[src/rtl/ptw_pkg.sv]
package ptw_pkg;
  typedef enum logic [1:0] {
    XS_OK    = 2'd0,
    XS_PGFLT = 2'd1,
    XS_PROT  = 2'd2
  } xlat_status_e;

  localparam int BIT_V = 0;
  localparam int BIT_R = 1;
  localparam int BIT_W = 2;
  localparam int BIT_U = 3;
  localparam int BIT_D = 4;
endpackage

[src/rtl/ptw_base_reg.sv]
module ptw_base_reg #(
  parameter int PA_W = 32
) (
  input  logic            clk,
  input  logic            rst,
  input  logic            wr_en,
  input  logic            kernel,
  input  logic [PA_W-1:0] wdata,
  output logic [PA_W-1:0] base
);
  always_ff @(posedge clk) begin
    if (rst) base <= '0;
    else if (wr_en && kernel) base <= wdata;
  end


  base_hold_chk: assert property (@(posedge clk) disable iff (rst)
    !(wr_en && kernel) |=> $stable(base));
endmodule

[src/rtl/ptw_pte_eval.sv]
module ptw_pte_eval
  import ptw_pkg::*;
#(
  parameter int WORD_W = 32
) (
  input  logic [WORD_W-1:0] pte,
  input  logic              store,
  output logic              valid,
  output logic              allowed,
  output logic [WORD_W-1:0] pte_upd,
  output logic              needs_wb
);
  always_comb begin
    valid   = pte[BIT_V];
    allowed = store ? pte[BIT_W] : pte[BIT_R];
    pte_upd = pte;
    pte_upd[BIT_U] = 1'b1;
    if (store) pte_upd[BIT_D] = 1'b1;
    needs_wb = (pte_upd != pte);
  end
endmodule

[src/rtl/ptw_walk_ctl.sv]
module ptw_walk_ctl
  import ptw_pkg::*;
#(
  parameter int L1_W        = 10,
  parameter int L2_W        = 10,
  parameter int OFF_W       = 12,
  parameter int PA_W        = 32,
  parameter int WORD_W      = 32,
  parameter int ENTRY_BYTES = 4
) (
  input  logic                        clk,
  input  logic                        rst,
  input  logic [PA_W-1:0]             base,
  input  logic                        req_valid,
  output logic                        req_ready,
  input  logic [L1_W+L2_W+OFF_W-1:0]  req_vaddr,
  input  logic                        req_store,
  output logic                        done,
  output logic [1:0]                  status,
  output logic [PA_W-1:0]             paddr,
  output logic                        mem_req,
  output logic                        mem_we,
  output logic [PA_W-1:0]             mem_addr,
  output logic [WORD_W-1:0]           mem_wdata,
  input  logic                        mem_rsp_valid,
  input  logic [WORD_W-1:0]           mem_rdata,
  output logic                        leaf_store,
  input  logic                        pte_valid,
  input  logic                        pte_allowed,
  input  logic [WORD_W-1:0]           pte_upd,
  input  logic                        pte_needs_wb
);
  localparam int VA_W  = L1_W + L2_W + OFF_W;
  localparam int PPN_W = PA_W - OFF_W;
  localparam int SH    = $clog2(ENTRY_BYTES);

  typedef enum logic [1:0] {W_IDLE, W_L1, W_L2, W_WB} walk_st_e;

  walk_st_e        st;
  logic [VA_W-1:0] va_q;
  logic            store_q;
  logic [1:0]      status_q;

  logic [PPN_W-1:0] rsp_ppn;
  logic [L1_W-1:0]  new_l1;
  logic [L2_W-1:0]  cur_l2;
  logic [PA_W-1:0]  l1_addr, l2_addr, leaf_pa;

  assign rsp_ppn    = mem_rdata[WORD_W-1 -: PPN_W];
  assign new_l1     = req_vaddr[VA_W-1 -: L1_W];
  assign cur_l2     = va_q[OFF_W +: L2_W];
  assign l1_addr    = base + (PA_W'(new_l1) << SH);
  assign l2_addr    = {rsp_ppn, {OFF_W{1'b0}}} + (PA_W'(cur_l2) << SH);
  assign leaf_pa    = {rsp_ppn, va_q[OFF_W-1:0]};
  assign req_ready  = (st == W_IDLE);
  assign leaf_store = store_q;
  assign status     = status_q;

  always_ff @(posedge clk) begin
    if (rst) begin
      st        <= W_IDLE;
      va_q      <= '0;
      store_q   <= 1'b0;
      done      <= 1'b0;
      status_q  <= XS_OK;
      paddr     <= '0;
      mem_req   <= 1'b0;
      mem_we    <= 1'b0;
      mem_addr  <= '0;
      mem_wdata <= '0;
    end else begin
      mem_req <= 1'b0;
      done    <= 1'b0;
      case (st)
        W_IDLE: if (req_valid) begin
          va_q     <= req_vaddr;
          store_q  <= req_store;
          mem_req  <= 1'b1;
          mem_we   <= 1'b0;
          mem_addr <= l1_addr;
          st       <= W_L1;
        end
        W_L1: if (mem_rsp_valid) begin
          if (!pte_valid) begin
            done     <= 1'b1;
            status_q <= XS_PGFLT;
            paddr    <= '0;
            st       <= W_IDLE;
          end else begin
            mem_req  <= 1'b1;
            mem_addr <= l2_addr;
            st       <= W_L2;
          end
        end
        W_L2: if (mem_rsp_valid) begin
          if (!pte_valid || !pte_allowed) begin
            done     <= 1'b1;
            status_q <= pte_valid ? XS_PROT : XS_PGFLT;
            paddr    <= '0;
            st       <= W_IDLE;
          end else if (pte_needs_wb) begin
            paddr     <= leaf_pa;
            mem_req   <= 1'b1;
            mem_we    <= 1'b1;
            mem_wdata <= pte_upd;
            st        <= W_WB;
          end else begin
            paddr    <= leaf_pa;
            done     <= 1'b1;
            status_q <= XS_OK;
            st       <= W_IDLE;
          end
        end
        W_WB: if (mem_rsp_valid) begin
          mem_we   <= 1'b0;
          done     <= 1'b1;
          status_q <= XS_OK;
          st       <= W_IDLE;
        end
        default: st <= W_IDLE;
      endcase
    end
  end


  done_pulse_chk: assert property (@(posedge clk) disable iff (rst)
    done |=> !done);

  status_legal_chk: assert property (@(posedge clk) disable iff (rst)
    done |-> (status != 2'd3));

  busy_after_accept_chk: assert property (@(posedge clk) disable iff (rst)
    (req_valid && req_ready) |=> !req_ready);

  no_access_idle_chk: assert property (@(posedge clk) disable iff (rst)
    mem_req |-> !req_ready);

  wb_marks_use_chk: assert property (@(posedge clk) disable iff (rst)
    (mem_req && mem_we) |-> mem_wdata[BIT_U]);

  access_pulse_chk: assert property (@(posedge clk) disable iff (rst)
    mem_req |=> !mem_req);
endmodule

[src/rtl/pt_walker.sv]
module pt_walker #(
  parameter int L1_W        = 10,
  parameter int L2_W        = 10,
  parameter int OFF_W       = 12,
  parameter int PA_W        = 32,
  parameter int WORD_W      = 32,
  parameter int ENTRY_BYTES = 4
) (
  input  logic                       clk,
  input  logic                       rst,
  input  logic                       base_we,
  input  logic                       base_kernel,
  input  logic [PA_W-1:0]            base_wdata,
  input  logic                       req_valid,
  output logic                       req_ready,
  input  logic [L1_W+L2_W+OFF_W-1:0] req_vaddr,
  input  logic                       req_store,
  output logic                       done,
  output logic [1:0]                 status,
  output logic [PA_W-1:0]            paddr,
  output logic                       mem_req,
  output logic                       mem_we,
  output logic [PA_W-1:0]            mem_addr,
  output logic [WORD_W-1:0]          mem_wdata,
  input  logic                       mem_rsp_valid,
  input  logic [WORD_W-1:0]          mem_rdata
);
  logic [PA_W-1:0]   base;
  logic              leaf_store, pte_valid, pte_allowed, pte_needs_wb;
  logic [WORD_W-1:0] pte_upd;

  ptw_base_reg #(.PA_W(PA_W)) u_base (
    .clk(clk), .rst(rst), .wr_en(base_we), .kernel(base_kernel),
    .wdata(base_wdata), .base(base)
  );

  ptw_pte_eval #(.WORD_W(WORD_W)) u_eval (
    .pte(mem_rdata), .store(leaf_store), .valid(pte_valid),
    .allowed(pte_allowed), .pte_upd(pte_upd), .needs_wb(pte_needs_wb)
  );

  ptw_walk_ctl #(
    .L1_W(L1_W), .L2_W(L2_W), .OFF_W(OFF_W), .PA_W(PA_W),
    .WORD_W(WORD_W), .ENTRY_BYTES(ENTRY_BYTES)
  ) u_ctl (
    .clk(clk), .rst(rst), .base(base),
    .req_valid(req_valid), .req_ready(req_ready),
    .req_vaddr(req_vaddr), .req_store(req_store),
    .done(done), .status(status), .paddr(paddr),
    .mem_req(mem_req), .mem_we(mem_we), .mem_addr(mem_addr),
    .mem_wdata(mem_wdata), .mem_rsp_valid(mem_rsp_valid),
    .mem_rdata(mem_rdata), .leaf_store(leaf_store),
    .pte_valid(pte_valid), .pte_allowed(pte_allowed),
    .pte_upd(pte_upd), .pte_needs_wb(pte_needs_wb)
  );
endmodule

[config.mk]
export PLATFORM = sky130hd
export DESIGN_NAME = pt_walker
export DESIGN_NICKNAME = d
export VERILOG_FILES = /design/src/rtl/ptw_pkg.sv /design/src/rtl/ptw_base_reg.sv /design/src/rtl/ptw_pte_eval.sv /design/src/rtl/ptw_walk_ctl.sv /design/src/rtl/pt_walker.sv
export SDC_FILE = /design/constraint.sdc
export NUM_CORES = 1
export LEC_CHECK = 0
export BUFFER_PORTS_ARGS = -buffer_cell sky130_fd_sc_hd__buf_2
export CAP_MARGIN = 20
export CORE_MARGIN = 8
export CORE_UTILIZATION = 56
export DETAILED_ROUTE_END_ITERATION = 7
export PLACE_DENSITY = 0.86
export SLEW_MARGIN = 20
export SYNTH_ARGS = -nofsm -noshare
export SYNTH_HDL_FRONTEND = slang
export SYNTH_SLANG_ARGS = --single-unit
[constraint.sdc]
create_clock -name clk -period 7.6 [get_ports clk]
set_clock_uncertainty 0.2 [all_clocks]
set_input_delay 0 -clock clk [delete_from_list [all_inputs] [get_ports clk]]
set_output_delay 0 -clock clk [all_outputs]
set_load 0.005 [all_outputs]
## Word-level counts from Yosys, hierarchy flattened

Index checks and enable logic that the tools add are counted.

| storage, ports and cells | value |
|---|---|
| register bits after elaboration | 158 |
| input port bits | 103 |
| output and inout port bits | 102 |

| operators by class | value |
|---|---|
| add/sub/neg operators | 2 |
| eq/ne operators | 13 |
| muxes and demuxes | 46 |
| bitwise logic cells | 1 |
| reductions and logical operators | 16 |

Operator list:

| operator | number |
|---|---|
| 32-bit two-way mux | 7 |
| 32-bit one-hot mux with 2 select lines | 2 |
| 32-bit by 12-bit adder with 32-bit output | 2 |
| 2-bit two-way mux | 13 |
| 1-bit two-way mux | 19 |
| 2-bit inequality test (second input constant) | 8 |
| 4-bit AND reduction | 4 |
| 6-bit AND reduction | 2 |
| 1-bit one-hot mux with 3 select lines | 3 |
| 2-bit one-hot mux with 4 select lines | 1 |
| 2-bit one-hot mux with 3 select lines | 1 |
| 3-bit nonzero test | 2 |
| 2-bit == test (second input constant) | 2 |
| 2-bit nonzero test | 2 |
| 3-bit by 2-bit inequality test with 1-bit output (second input constant) | 1 |
| 2-bit by 1-bit == test with 1-bit output (second input constant) | 1 |
| 1-bit logical NOT | 2 |
| 2-bit logical NOT | 1 |
| 2-bit inequality test | 1 |
| 2-bit AND reduction | 1 |
| 1-bit logical AND | 1 |
| 1-bit logical OR | 1 |
| 1-bit inverter | 1 |

## Logic depth before layout (Yosys ltp)

Gate-level depths: netlist of run 1.

| depth | value |
|---|---|
| depth after elaboration | 6 |
| depth in mapped cells | 11 |

## By module

From an unflattened synthesis of run 1, not the netlist that was laid out.

| second synthesis, totals | value |
|---|---|
| cells, all modules | 896 |
| area total of the unflattened synthesis | 7448.4 um2 |

Modules (own cells, without submodules):

| module | instances | cells each | area each (um2) | sequential area each (um2) |
|---|---|---|---|---|
| ptw_walk_ctl | 1 | 714 | 5651.7 | 2522.4 |
| ptw_base_reg | 1 | 145 | 1522.7 | 640.6 |
| ptw_pte_eval | 1 | 37 | 274.0 | 0.0 |

## Least setup slack after synthesis of run 1

Ideal clock, no wire load.

| path | value |
|---|---|
| path type | register to register |
| start | register u_base.base[2] |
| end | register u_ctl.mem_addr[20] |
| setup time | 134 ps |
| data arrival time | 2075 ps |
| setup slack | 5191 ps |
| stages on the path, launching flop included | 10 |
| clock period less this slack | 2409 ps |
| cells stage by stage | dfxtp_1 -> ha_1 -> fa_1 -> a211oi_1 -> o21ai_1 -> a221oi_2 -> buf_6 -> nor3_1 -> xnor2_1 -> o22ai_1 |

| between the ends | value |
|---|---|
| longest elaborated chain between the ends | 3 |

Ends and longest elaborated chain:

| what | RTL line | text |
|---|---|---|
| start, declared | ptw_base_reg.sv:9 | `output logic [PA_W-1:0] base` |
| start signal, assigned | ptw_base_reg.sv:13 | `else if (wr_en && kernel) base <= wdata;` |
| 32-bit by 12-bit adder with 32-bit output | ptw_walk_ctl.sv:52 | `assign l1_addr = base + (PA_W'(new_l1) << SH);` |
| 32-bit two-way mux | ptw_walk_ctl.sv:75 | `W_IDLE: if (req_valid) begin` |
| 32-bit one-hot mux with 2 select lines | ptw_walk_ctl.sv:74 | `case (st)` |
| end signal, assigned | ptw_walk_ctl.sv:80 | `mem_addr <= l1_addr;` |
| end signal, assigned | ptw_walk_ctl.sv:91 | `mem_addr <= l2_addr;` |
| end, declared | ptw_walk_ctl.sv:23 | `output logic [PA_W-1:0] mem_addr,` |

No other way between the ends. The select of a mux whose other input is x is not followed.
A chain may end at the register's enable or synchronous reset.

## Worst setup path after layout of run 1

| path | value |
|---|---|
| start | register u_base.base[2] |
| end | register u_ctl.mem_addr[18] |

Same word-level chain as after synthesis.

==> results of run 1 <==
through the flow:
stage,util,setup slack (ps),hold slack [ps],std cells
floorplan,-,5190,-64.0,859
global placement,0.655,4320,41.5,1153
detailed placement,0.655,4180,44.7,1153
CTS,0.790,4160,3.81,1291
global route,0.791,4070,67.7,1293
finish,0.792,4270,24.2,1294
per-layer routing:
metal / routed length, um / vias up
met5: 0 / -
met4: 1540 / 0
met3: 2160 / 139
met2: 11800 / 471
met1: 8880 / 3528
li1: - / 3509
synth_stat cells, drive strengths merged:
cell | count | area (um2)
a31oi | 2 | 12.5
a32oi | 1 | 8.76
o2111ai | 1 | 8.76
o21bai | 1 | 7.51
nand2b | 2 | 12.5
buf | 11 | 65.1
a21oi | 154 | 771
nor4b | 1 | 8.76
dfxtp | 158 | 3160
a311oi | 2 | 17.5
o22ai | 17 | 113
clkbuf | 51 | 191
or3 | 1 | 11.3
fa | 1 | 20.0
and4 | 1 | 8.76
a211oi | 7 | 52.6
inv | 7 | 26.3
o21a | 1 | 7.51
and2 | 5 | 31.3
and3 | 23 | 144
a2111oi | 4 | 53.8
nor3b | 1 | 7.51
o211ai | 2 | 15.0
a221oi | 1 | 15.0
nor2 | 23 | 88.8
o31a | 1 | 8.76
o211a | 1 | 10.0
mux2 | 1 | 11.3
o21ai | 17 | 85.1
a21o | 6 | 45.0
mux2i | 7 | 70.1
a21boi | 1 | 7.51
nor3 | 14 | 70.1
ha | 14 | 175
nand3 | 48 | 240
nor4 | 7 | 77.6
xor2 | 8 | 70.1
nor2b | 3 | 18.8
nand4 | 9 | 86.3
a31o | 1 | 8.76
xnor2 | 16 | 140
nand2 | 227 | 852
cell type report:
type / count / area share
diodes: 3 / 0.000793
repair buffers: 315 / 0.224
multi-input cells: 632 / 0.360
clock inverters: 11 / 0.00965
clock buffers: 21 / 0.0497
flip-flops and latches: 158 / 0.334
well taps: 147 / 0.0194
inverters: 7 / 0.00277
how the worst max path moves through the flow:
stage	to	slack, ps	cells after the start	start
6_report	u_ctl.mem_addr[18]	4270	8	u_base.base[2]
5_1_grt	u_ctl.mem_addr[16]	4070	8	u_base.base[2]
4_1_cts	u_ctl.mem_addr[10]	4160	7	u_ctl.st[1]
3_5_place_dp	u_ctl.mem_addr[30]	4180	7	u_ctl.st[1]
3_3_place_gp	u_ctl.mem_addr[30]	4320	7	u_ctl.st[1]
2_1_floorplan	u_ctl.mem_addr[20]	5190	9	u_base.base[2]
report_power, final:
group	internal [mW]	switching, mW	leakage [nW]
logic	0.147	0.228	2.48
clock network	0.473	0.339	0.274
registers	0.875	0.0348	1.28
kinds of logic after synthesis:
family                     Yosys count  share of synthesized area
muxes                                8                     0.0119
AOI/OAI and AO/OA                  220                      0.182
buffers and inverters               69                     0.0414
xor gates and xnor gates            24                     0.0307
and+or+nand+nor                    365                      0.242
DFF                                158                      0.463
adders and majority gates           15                     0.0285
state kept, by name, indices dropped and copies added, names as in the netlist, 2 cells and up:
register	cells
u_ctl.status	2
u_base.base	32
u_ctl.st	2
u_ctl.va_q	22
u_ctl.mem_addr	32
u_ctl.mem_wdata	32
u_ctl.paddr	32
worst reg2reg max path, delay by kind of cell (launching register included):
family                   cells  cell delay [ps]
AO/OA/AOI/OAI                4             1640
XOR/XNOR                     1              240
adder cells (fa/ha/maj)      2              640
flip-flops                   1              310
AND/OR/NAND/NOR              1              160
==> results.md, run 1 <==
Job:
- The tool flagged a number of max-cap violations equal to 0.

Floorplanning:
- The die height is 127 um.
- Row generation in the floorplan step produced 40 rows.
- The initial utilization of the core area, before any placement, comes to 0.572.
- The top-level port count is 205.
- The die area is 16,000 um2.
- The die is 127 um wide.
- The floorplan step defined a core boundary enclosing 12,000 um2.

Global routing:
- Across every metal layer, demand over resource in global routing totals 0.291.
- The largest net degree at the start of global routing is 104.
- The global routing stage identified its most utilized layer as met2.
- For met3 alone, demand over resource in global routing was 0.0859.
- The remaining global-route overflow is 0.
- The number of antenna violations at the first check in global routing was 2.
- The number of global-route vias before repair is 7,484.
- The met1 track demand over resource in global routing is 0.309.
- The global routing usage on met2 is 0.491.
- The first global-routing pass estimated 37,800 um of wire.

Clock tree:
- At the later pin of the worst-skew pair, clock insertion delay measures 420 ps.
- The number of CTS-inserted buffers is 17.
- The clock-pin transition on the worst setup and hold timing paths is 60 ps.
- In this run the number of H-tree levels came out at 4.
- TritonCTS built the clock tree.
- The number of gates resized after CTS was 0.
- Counting along the longest clock path gives a buffer depth of 2.
- The number of sinks driven by the clock tree is 158.
- The root buffer cell is clkbuf_16.
- Buffers inserted to repair hold after CTS numbered 106.
- Post-CTS timing repair inserted 0 buffers for setup.

Yosys:
- After synthesis, the mean cell area works out to 7.96 um2.
- For this run, the register share of the synthesized area comes to 0.463.
- The number of unique standard cell types used by synthesis is 51.
- The mapped cell area is 6840 um2.
- Counting every net in the synthesized netlist gives 977.
- The number of instances in the synthesized netlist is 859.
- The number of synthesis warnings is 0.
- In this run, synthesis produced a sequential element count of 158.

Route:
- The per-cell routed wire length is 18.9 um.
- The residual DRC count is 0.
- The number of DRC markers after the initial detailed-route iteration is 756.
- The total detailed-routing wirelength is 24,400 um.
- The total number of vias is 7,647.
- Dividing the detail-routed via count by the number of cells gives 5.91.
- The number of detailed-route iterations in the first pass is 7.
- The remaining number of nets flagged by the antenna check after routing is 0.

Setup path:
- For this design, the slowest cell found on the critical path is a221oi_2.
- Together, buffers and inverters on the worst path number 0.
- The largest fanout on the critical path is 11.
- The largest stage delay on the critical path is 820 ps.
- Walking the worst path, the cells encountered are ha_1 -> fa_1 -> a211oi_1 -> o21ai_1 -> a221oi_2 -> nor3_1 -> xnor2_1 -> o22ai_1.
- The endpoint type of the worst setup path is a flop.
- The critical register-to-register path endpoint is u_ctl.mem_addr[18].
- In this run the critical register-to-register path is launched from u_base.base[2].
- The register-to-register path setup slack is 4270 ps.
- The type of the setup path with the least slack is flop to flop.
- The critical path's top delay family is compound AO/OA/AOI/OAI gates.
- The path depth of the worst reg2reg path is 8.
- For the worst setup path, the data arrival time is 3400 ps.
- The sort of element at the start of the critical path is a flop.
- The critical path required time is 7670 ps.

Pwr:
- In this run the static leakage power is 4.04 nW.
- The worst-case IR drop observed on VDD is 0.000168 V.
- Overall power consumption after layout is estimated at 2.10 mW.
- The total power density per cell area is 221 nW/um2.

Worst hold path:
- The capture endpoint of the worst hold path is u_ctl.mem_addr[3].
- In this run the worst hold path is classified as primary input to flop.
- The worst hold path was traced through 4 stages.
- In this run the most critical hold path is launched from req_vaddr[23].

Cells and area:
- The cell area after layout is 9470 um2.
- In the final design database the tool counted 1,249 nets.
- In the layout the commonest cells are 226 x nand2_1, 203 x buf_2, 158 x dfxtp_1, 153 x a21oi_1, 106 x dlygate4sd3_1.
- The synthesis-to-layout area growth is 38.5%.
- The layout has 730 filler cells.
- Summing all multi-input logic gate instances after layout gives 3400 um2.
- The most common library cell in the layout ignoring fill and taps is nand2_1.
- The area used by sequential logic in the layout is 3160 um2.
- The ratio of cells with drive above 1 in the final layout is 0.226.

Run status:
- The flow ran to the end, and the final reports show no timing, DRC or antenna violations.

Timing:
- Headroom to the max-slew limit came out at 0.279.
- Derived from the worst setup path, the maximum achievable clock frequency is 300 MHz.
- The final number of max-transition violations came to 0.
- The final critical path time including I/O delays and setup is 3330 ps.
- Of the available clock period, the critical path in the final layout requires 0.438.
- For the pin with the worst max-slew slack, the measured transition is 1080 ps.
- The number of setup violations in the final report is 0.
- Setup repair after global routing left no endpoint under its margin.
- The hold violation count in the final report is 0.
- Adding up every negative setup slack in the final design gives 0 ps.

Place:
- The placed instances occupy a cell area of 7830 um2.
- The detailed placement HPWL is 14,400 um.
- The count of buffers from port buffering is 204.
- The weighted congestion at the end of routability-driven global placement is 0.911.
Power figures use the tool's default switching activity.
==> inputs of run 2 (changes only) <==
CORE_UTILIZATION = 52   (was 56)
PLACE_DENSITY = 0.8   (was 0.86)
clock period = 3.42 ns   (was 7.6 ns; I/O delays follow)
==> run 2 against run 1 <==
Global-route usage down 2.6 points. Maximum frequency grew 19%. Total power is 130% higher. First-iteration DRC count shrank 20%. Sequential share of layout area down 0.50 points. Non-clock buffer count grew 10. Wire length is 5.9% lower. Die area rose by 6.7%. Critical path depth shrank 2. Via count down 4.2%. Critical endpoint is now u_ctl.va_q[0].
==> results.md, run 2 (synthesis gave the netlist of run 1 again) <==
Run status:
- The run finished with clean final reports.

Floorplanning:
- The die covers 17,100 um2.
- In this run the count of I/O pins placed on the die edge is 205.
- The die is 131 um wide.
- The initial cell density of the core is 0.525.
- The total core area is 13,000 um2.
- The die is 131 um tall.
- In this run the core area contains 42 standard-cell rows.

Clock tree:
- The number of sinks driven by the clock tree is 158.
- The H-tree generated during clock tree synthesis spans 4 levels.
- The root buffer cell is clkbuf_16.
- Counting along the longest clock path gives a buffer depth of 2.
- The number of CTS-inserted buffers is 17.
- TritonCTS built the clock tree.
- The clock-pin transition on the worst setup and hold timing paths is 60 ps.
- The source-to-sink clock delay at the later pin of the worst-skew pair is 420 ps.
- The post-CTS resize count is 0.

Route:
- After detailed routing, the number of remaining DRC violations is 0.
- The remaining number of nets flagged by the antenna check after routing is 0.
- After the first detailed-routing iteration, the DRC count stood at 602.
- Signal routing reaches up to met4.
- Detailed routing placed a total of 2000 um of wire on met3.
- After detailed routing, the total wire length is 23,000 um.
- The number of detailed-route iterations in the first pass is 5.
- The per-cell routed wire length is 17.3 um.
- The total number of vias is 7,323.
- The met2 routed wirelength is 10,800 um.
- The vias per cell is 5.51.
- For this block, wires on met1 add up to 9230 um.

Cells and area:
- The final design utilization is 0.738.
- Compared with the post-synthesis result, the final layout area differs by 40.6%.
- The total number of nets in the final design is 1,259.
- The total of fill cells in the finished design is 961.
- The most common library cell in the layout ignoring fill and taps is nand2_1.
- In the final layout, the share of cells above drive strength 1 is 0.225.
- The number of diodes is 0.
- In the layout the commonest cells are 227 x nand2_1, 203 x buf_2, 158 x dfxtp_1, 153 x a21oi_1, 110 x dlygate4sd3_1.

Setup path:
- The arrival time at the worst endpoint is 2950 ps.
- STA classifies the critical path endpoint as a flop.
- Of all nets on the critical path, the largest fanout is 23.
- The path depth of the worst reg2reg path is 6.
- The sort of element at the start of the critical path is a flop.
- Data on the critical path is required at its endpoint by 3580 ps.
- By startpoint and endpoint, the worst setup path is classified as flop to flop.

Timing:
- Headroom to the max-slew limit came out at 0.319.
- Setup violations remaining at the end of the flow were counted as 0.
- Setup repair after global routing left no endpoint under its margin.
- The final number of max-transition violations is 0.
- The least setup slack across all paths after layout is 628 ps.
- At the pin with the least slew margin, the transition time is 1020 ps.
- The setup total negative slack is 0 ps.
- The post-route clock period utilization is 0.816.
- The highest achievable clock rate is 358 MHz.
- After layout, the minimum clock period comes to 2790 ps.
- The hold violation count in the final report is 0.

Place:
- The detailed placement HPWL is 14,800 um.
- The weighted congestion at the end of routability-driven global placement is 0.819.
- The pre-CTS setup slack is 815 ps.
- In this run the tool buffered the top-level ports with 204 buffer cells.

Pwr:
- The total power density per cell area is 496 nW/um2.
- In this run the static leakage power is 4.10 nW.
- The worst ir drop on vdd is 0.000361 V.

Global routing:
- The total overflow left after global routing is 0.
- The number of global-route vias before repair is 7,041.
- Across every metal layer, demand over resource in global routing totals 0.265.
- The number of antenna violations at the first check in global routing is 0.
- The largest net degree at the start of global routing is 69.
- The first-pass GRT wire length is 35,500 um.

Worst hold path:
- In this run the worst hold path is classified as primary input to flop.
- Along the worst hold path, the cell count comes to 4.

Job:
- The tool flagged a number of max-cap violations equal to 0.
[run 2: cell types whose count changed in the layout (fill, tap and decap cells not counted), sizes merged]
| cell | before | now |
|---|---|---|
| diode | 3 | 0 |
| dlygate4sd3 | 106 | 110 |
| clkbuf | 21 | 20 |
| bufinv | 1 | 3 |
| buf | 209 | 215 |
| clkinv | 7 | 4 |
[run 2: repair_timing]
item                                   in CTS  in global routing
hold buffers                              110                  0
endpoints found under the hold margin     149                  0
buffers inserted                            0                  0
[run 2: routing by layer]
layer  up-vias  GRT usage
met2       331      0.436
met3        65     0.0662
met5         -          0
met4         0      0.140
li1       3516          -
met1      3411      0.315
[run 2: critical path, stage by stage, from the launching register on]
cell and delay [ps]:
dfxtp_1 320, inv_1 90, ha_1 270, and2_1 800, nand2_1 220, a21oi_1 220
dlygate4sd3_1 610
[run 2: report_power, final]
group | leakage [nW] | switching, mW | internal (mW)
Clock | 0.284 | 0.730 | 1.18
Combinational | 2.53 | 0.501 | 0.348
Sequential | 1.28 | 0.0698 | 1.94
[run 2: layout make-up]
cell class                 instances  area [um2]  share of cell area
inverter                           7        26.3             0.00273
clock inverter                    10         140              0.0146
timing repair buffer             325        2210               0.230
clock buffer                      20         457              0.0475
sequential                       158        3160               0.329
tap                              176         220              0.0229
multi-input combinational        632        3400               0.354
[run 2: metrics by stage]
stage                     hold WS [ps]  cell area [um2]  instances  power, mW
final                             26.9             9610       1328       4.77
after global routing              80.2             9610       1328       4.97
after CTS                         3.43             9610       1328       4.77
after detailed placement          45.2             7910       1188       2.77
after global placement            42.6             7910       1188       2.76
after floorplan                  -64.0             6840        859       2.50
[run 2: final timing paths]
check / startpoint / to / slack (ps)
setup / recovery: u_ctl.st[0] / u_ctl.va_q[0] / 630
hold / removal: req_vaddr[23] / u_ctl.mem_addr[3] / 30
setup reg to reg: u_ctl.st[0] / u_ctl.va_q[0] / 630
hold reg to reg: u_ctl.paddr[0] / u_ctl.paddr[0] / 250
==> inputs of run 3 (changes only) <==
CORE_UTILIZATION = 47   (was 52)
PLACE_DENSITY = 0.77   (was 0.8)
clock period = 2.4 ns   (was 3.42 ns; I/O delays follow)
==> run 3 against run 2 <==
The run now ends with negative setup slack left. Total power grew 48%. Sequential share of layout area shrank 2.1 points. Largest power group unchanged. Critical path depth grew 4. Setup slack lost 710 ps. Utilization shrank 2.3 points. Global-route usage shrank 1.2 points. Die area grew 9.3%. Highest routed layer unchanged. Combinational power grew 64%. Sequential cell count is the same.
==> results.md, run 3 (synthesis gave the netlist of run 1 again) <==
Setup path:
- The largest stage delay on the critical path is 370 ps.
- STA classifies the critical path endpoint as a flop.
- The critical path goes through ha_4 -> fa_2 -> a211oi_4 -> o21ai_2 -> a221oi_2 -> buf_4 -> buf_8 -> nor4_2 -> xnor2_1 -> o22ai_1.
- The sort of element at the start of the critical path is a flop.
- Of all nets on the critical path, the largest fanout is 6.
- At the worst endpoint, the required time is 2500 ps.
- The arrival time at the worst endpoint is 2580 ps.
- The critical-path cell with the highest stage delay is fa_2.
- The type of the setup path with the least slack is flop to flop.

Place:
- Counting tap cells, the placed design contains a total of 1,212 instances.
- The detailed placement HPWL is 15,000 um.
- The instance area after placement is 8090 um2.
- The weighted congestion at the end of routability-driven global placement is 0.862.
- Buffers placed on the I/O ports in this run total 204.

Clock tree:
- At the later pin of the worst-skew pair, clock insertion delay measures 430 ps.
- CTS saw 158 sinks.
- TritonCTS built the clock tree.
- The clock-pin transition on the worst setup and hold timing paths is 60 ps.
- Counting along the longest clock path gives a buffer depth of 2.
- The clock tree synthesis step divided the H-tree into 4 levels.
- In this run, CTS created clock tree buffers numbering 17.
- The root buffer cell is clkbuf_16.

Route:
- The first routing iteration left 575 violations.
- The first TritonRoute pass finished after 7 iterations.
- In the routed layout, each cell is associated on average with a via count of 5.50.
- The total number of vias is 7,615.
- The remaining number of nets flagged by the antenna check after routing is 0.
- The per-cell routed wire length is 18.0 um.
- For this block, the routed nets add up to 24,900 um of wire.
- The residual DRC count is 0.

Cells and area:
- 0 antenna diodes ended up in the layout.
- The final layout contains 1,306 nets.
- The non-filler instance count after layout is 1,385.
- Compared with the post-synthesis result, the final layout area differs by 50.2%.
- The cell area after layout is 10,300 um2.
- The ratio of cells with drive above 1 in the final layout is 0.253.
- In the layout the commonest cells are 227 x nand2_1, 203 x buf_2, 157 x dfxtp_1, 153 x a21oi_1, 134 x dlygate4sd3_1.
- The most common library cell in the layout ignoring fill and taps is nand2_1.

Floorplanning:
- The die height is 137 um.
- The die covers 18,700 um2.
- For this design the top-level I/O count stands at 205.
- The initial utilization of the core area, before any placement, comes to 0.476.
- The site row count is 44.
- The total core area is 14,400 um2.
- The horizontal die dimension is 137 um.

Timing:
- Of the available clock period, the critical path in the final layout requires 1.03.
- The final number of max-transition violations was 0.
- For the pin with the worst max-slew slack, the measured transition is 768 ps.
- The hold violation count in the final report was 0.
- Setup repair after global routing could not meet its margin everywhere.
- The final critical path time including I/O delays and setup is 2480 ps.
- The highest achievable clock rate is 403 MHz.
- The number of setup violations in the final report is 11.
- In the post-route analysis, the smallest setup slack over all paths is -81.2 ps.
- The worst slew margin relative to its limit is 0.483.

Global routing:
- The first global-routing pass estimated 37,700 um of wire.
- The number of antenna violations at the first check in global routing is 0.
- The largest net degree at the start of global routing is 55.
- The total global routing track utilization is 0.254.
- Summed over all layers, the global routing overflow is 0.
- The number of global-route vias before repair was 7,552.

Run status:
- The run finished, with violations left.
- The final reports fail on negative setup slack.

Pwr:
- The leakage power total is 4.48 nW.
- The total power density per cell area is 688 nW/um2.
- The worst ir drop on vdd is 0.000565 V.

Worst hold path:
- The type of the most critical hold path is primary input to flop.

Job:
- Across the run, the number of max-cap violations was 0.
run 3: cell count changes in the layout (fill, tap and decap cells not counted), moves of 2 or more:
cell	change
o21ai_1	+2
buf_12	+3
nor3_1	-5
ha_1	-2
buf_4	+17
clkinv_4	+2
dlygate4sd3_1	+24
ha_4	+2
a2111oi_0	-3
a2111oi_2	+3
o21ai_0	-3
nor3_4	+4
run 3: area by class of cell:
type,instances,area [um2]
clock inverters,13,164
repair buffers,371,2660
well taps,184,230
multi-input cells,633,3570
fillers,1010,4100
clock buffers,19,453
flip-flops and latches,158,3160
inverters,7,26.3
run 3: worst paths after layout:
path                       start             endpoint  slack [ps]  cells after the start
min                req_vaddr[31]   u_ctl.mem_addr[11]          60                      5
max               u_base.base[2]   u_ctl.mem_addr[26]         -80                     10
max reg2reg       u_base.base[2]   u_ctl.mem_addr[26]         -80                     10
min reg2reg  u_ctl.mem_wdata[28]  u_ctl.mem_wdata[28]         250                      2
run 3: metal layers:
| layer | vias up | GRT usage | part of all wire |
|---|---|---|---|
| met3 | 85 | 0.0554 | 0.087 |
| met5 | - | 0 | 0 |
| met2 | 384 | 0.425 | 0.48 |
| met1 | 3525 | 0.295 | 0.39 |
| met4 | 0 | 0.142 | 0.048 |
| li1 | 3621 | - | - |
run 3: critical path, delay by kind of cell, from the launching register on:
kind                       cells  cell delay [ps]
and+or+nand+nor                1               70
buffers and inverters          2              340
xor gates and xnor gates       1              170
AOI/OAI and AO/OA              4              710
DFF                            1              340
adders and majority gates      2              530
run 3: stage by stage:
step | setup WS [ps] | total power [mW] | util | hold slack (ps) | TNS (ps)
4_1_cts | -14.1 | 6.98 | 0.702 | 26.7 | -14.4
6_report | -81.2 | 7.07 | 0.715 | 59.6 | -474
5_1_grt | -150 | 7.33 | 0.715 | 100 | -1600
3_3_place_gp | -15.8 | 4.02 | 0.563 | 42.4 | -65.7
3_5_place_dp | -113 | 4.04 | 0.563 | 46.3 | -931
2_1_floorplan | 55.2 | 3.56 | - | -64.0 | 0
run 3: power breakdown:
group	switching, mW	leakage [nW]	total [mW]	internal (mW)
Combinational	0.788	2.89	1.39	0.600
Sequential	0.102	1.28	2.87	2.77
Clock	1.12	0.299	2.81	1.69
run 3: timing repair:
| item | 4_1_cts | 5_1_grt |
|---|---|---|
| cloned | 1 | 1 |
| endpoints found under the hold margin | 139 | 0 |
| hold buffers | 134 | 0 |
| setup buffers | 1 | 4 |
| resized for setup | 7 | 30 |
| setup endpoints to repair | 11 | 22 |
| pin swaps | 5 | 16 |
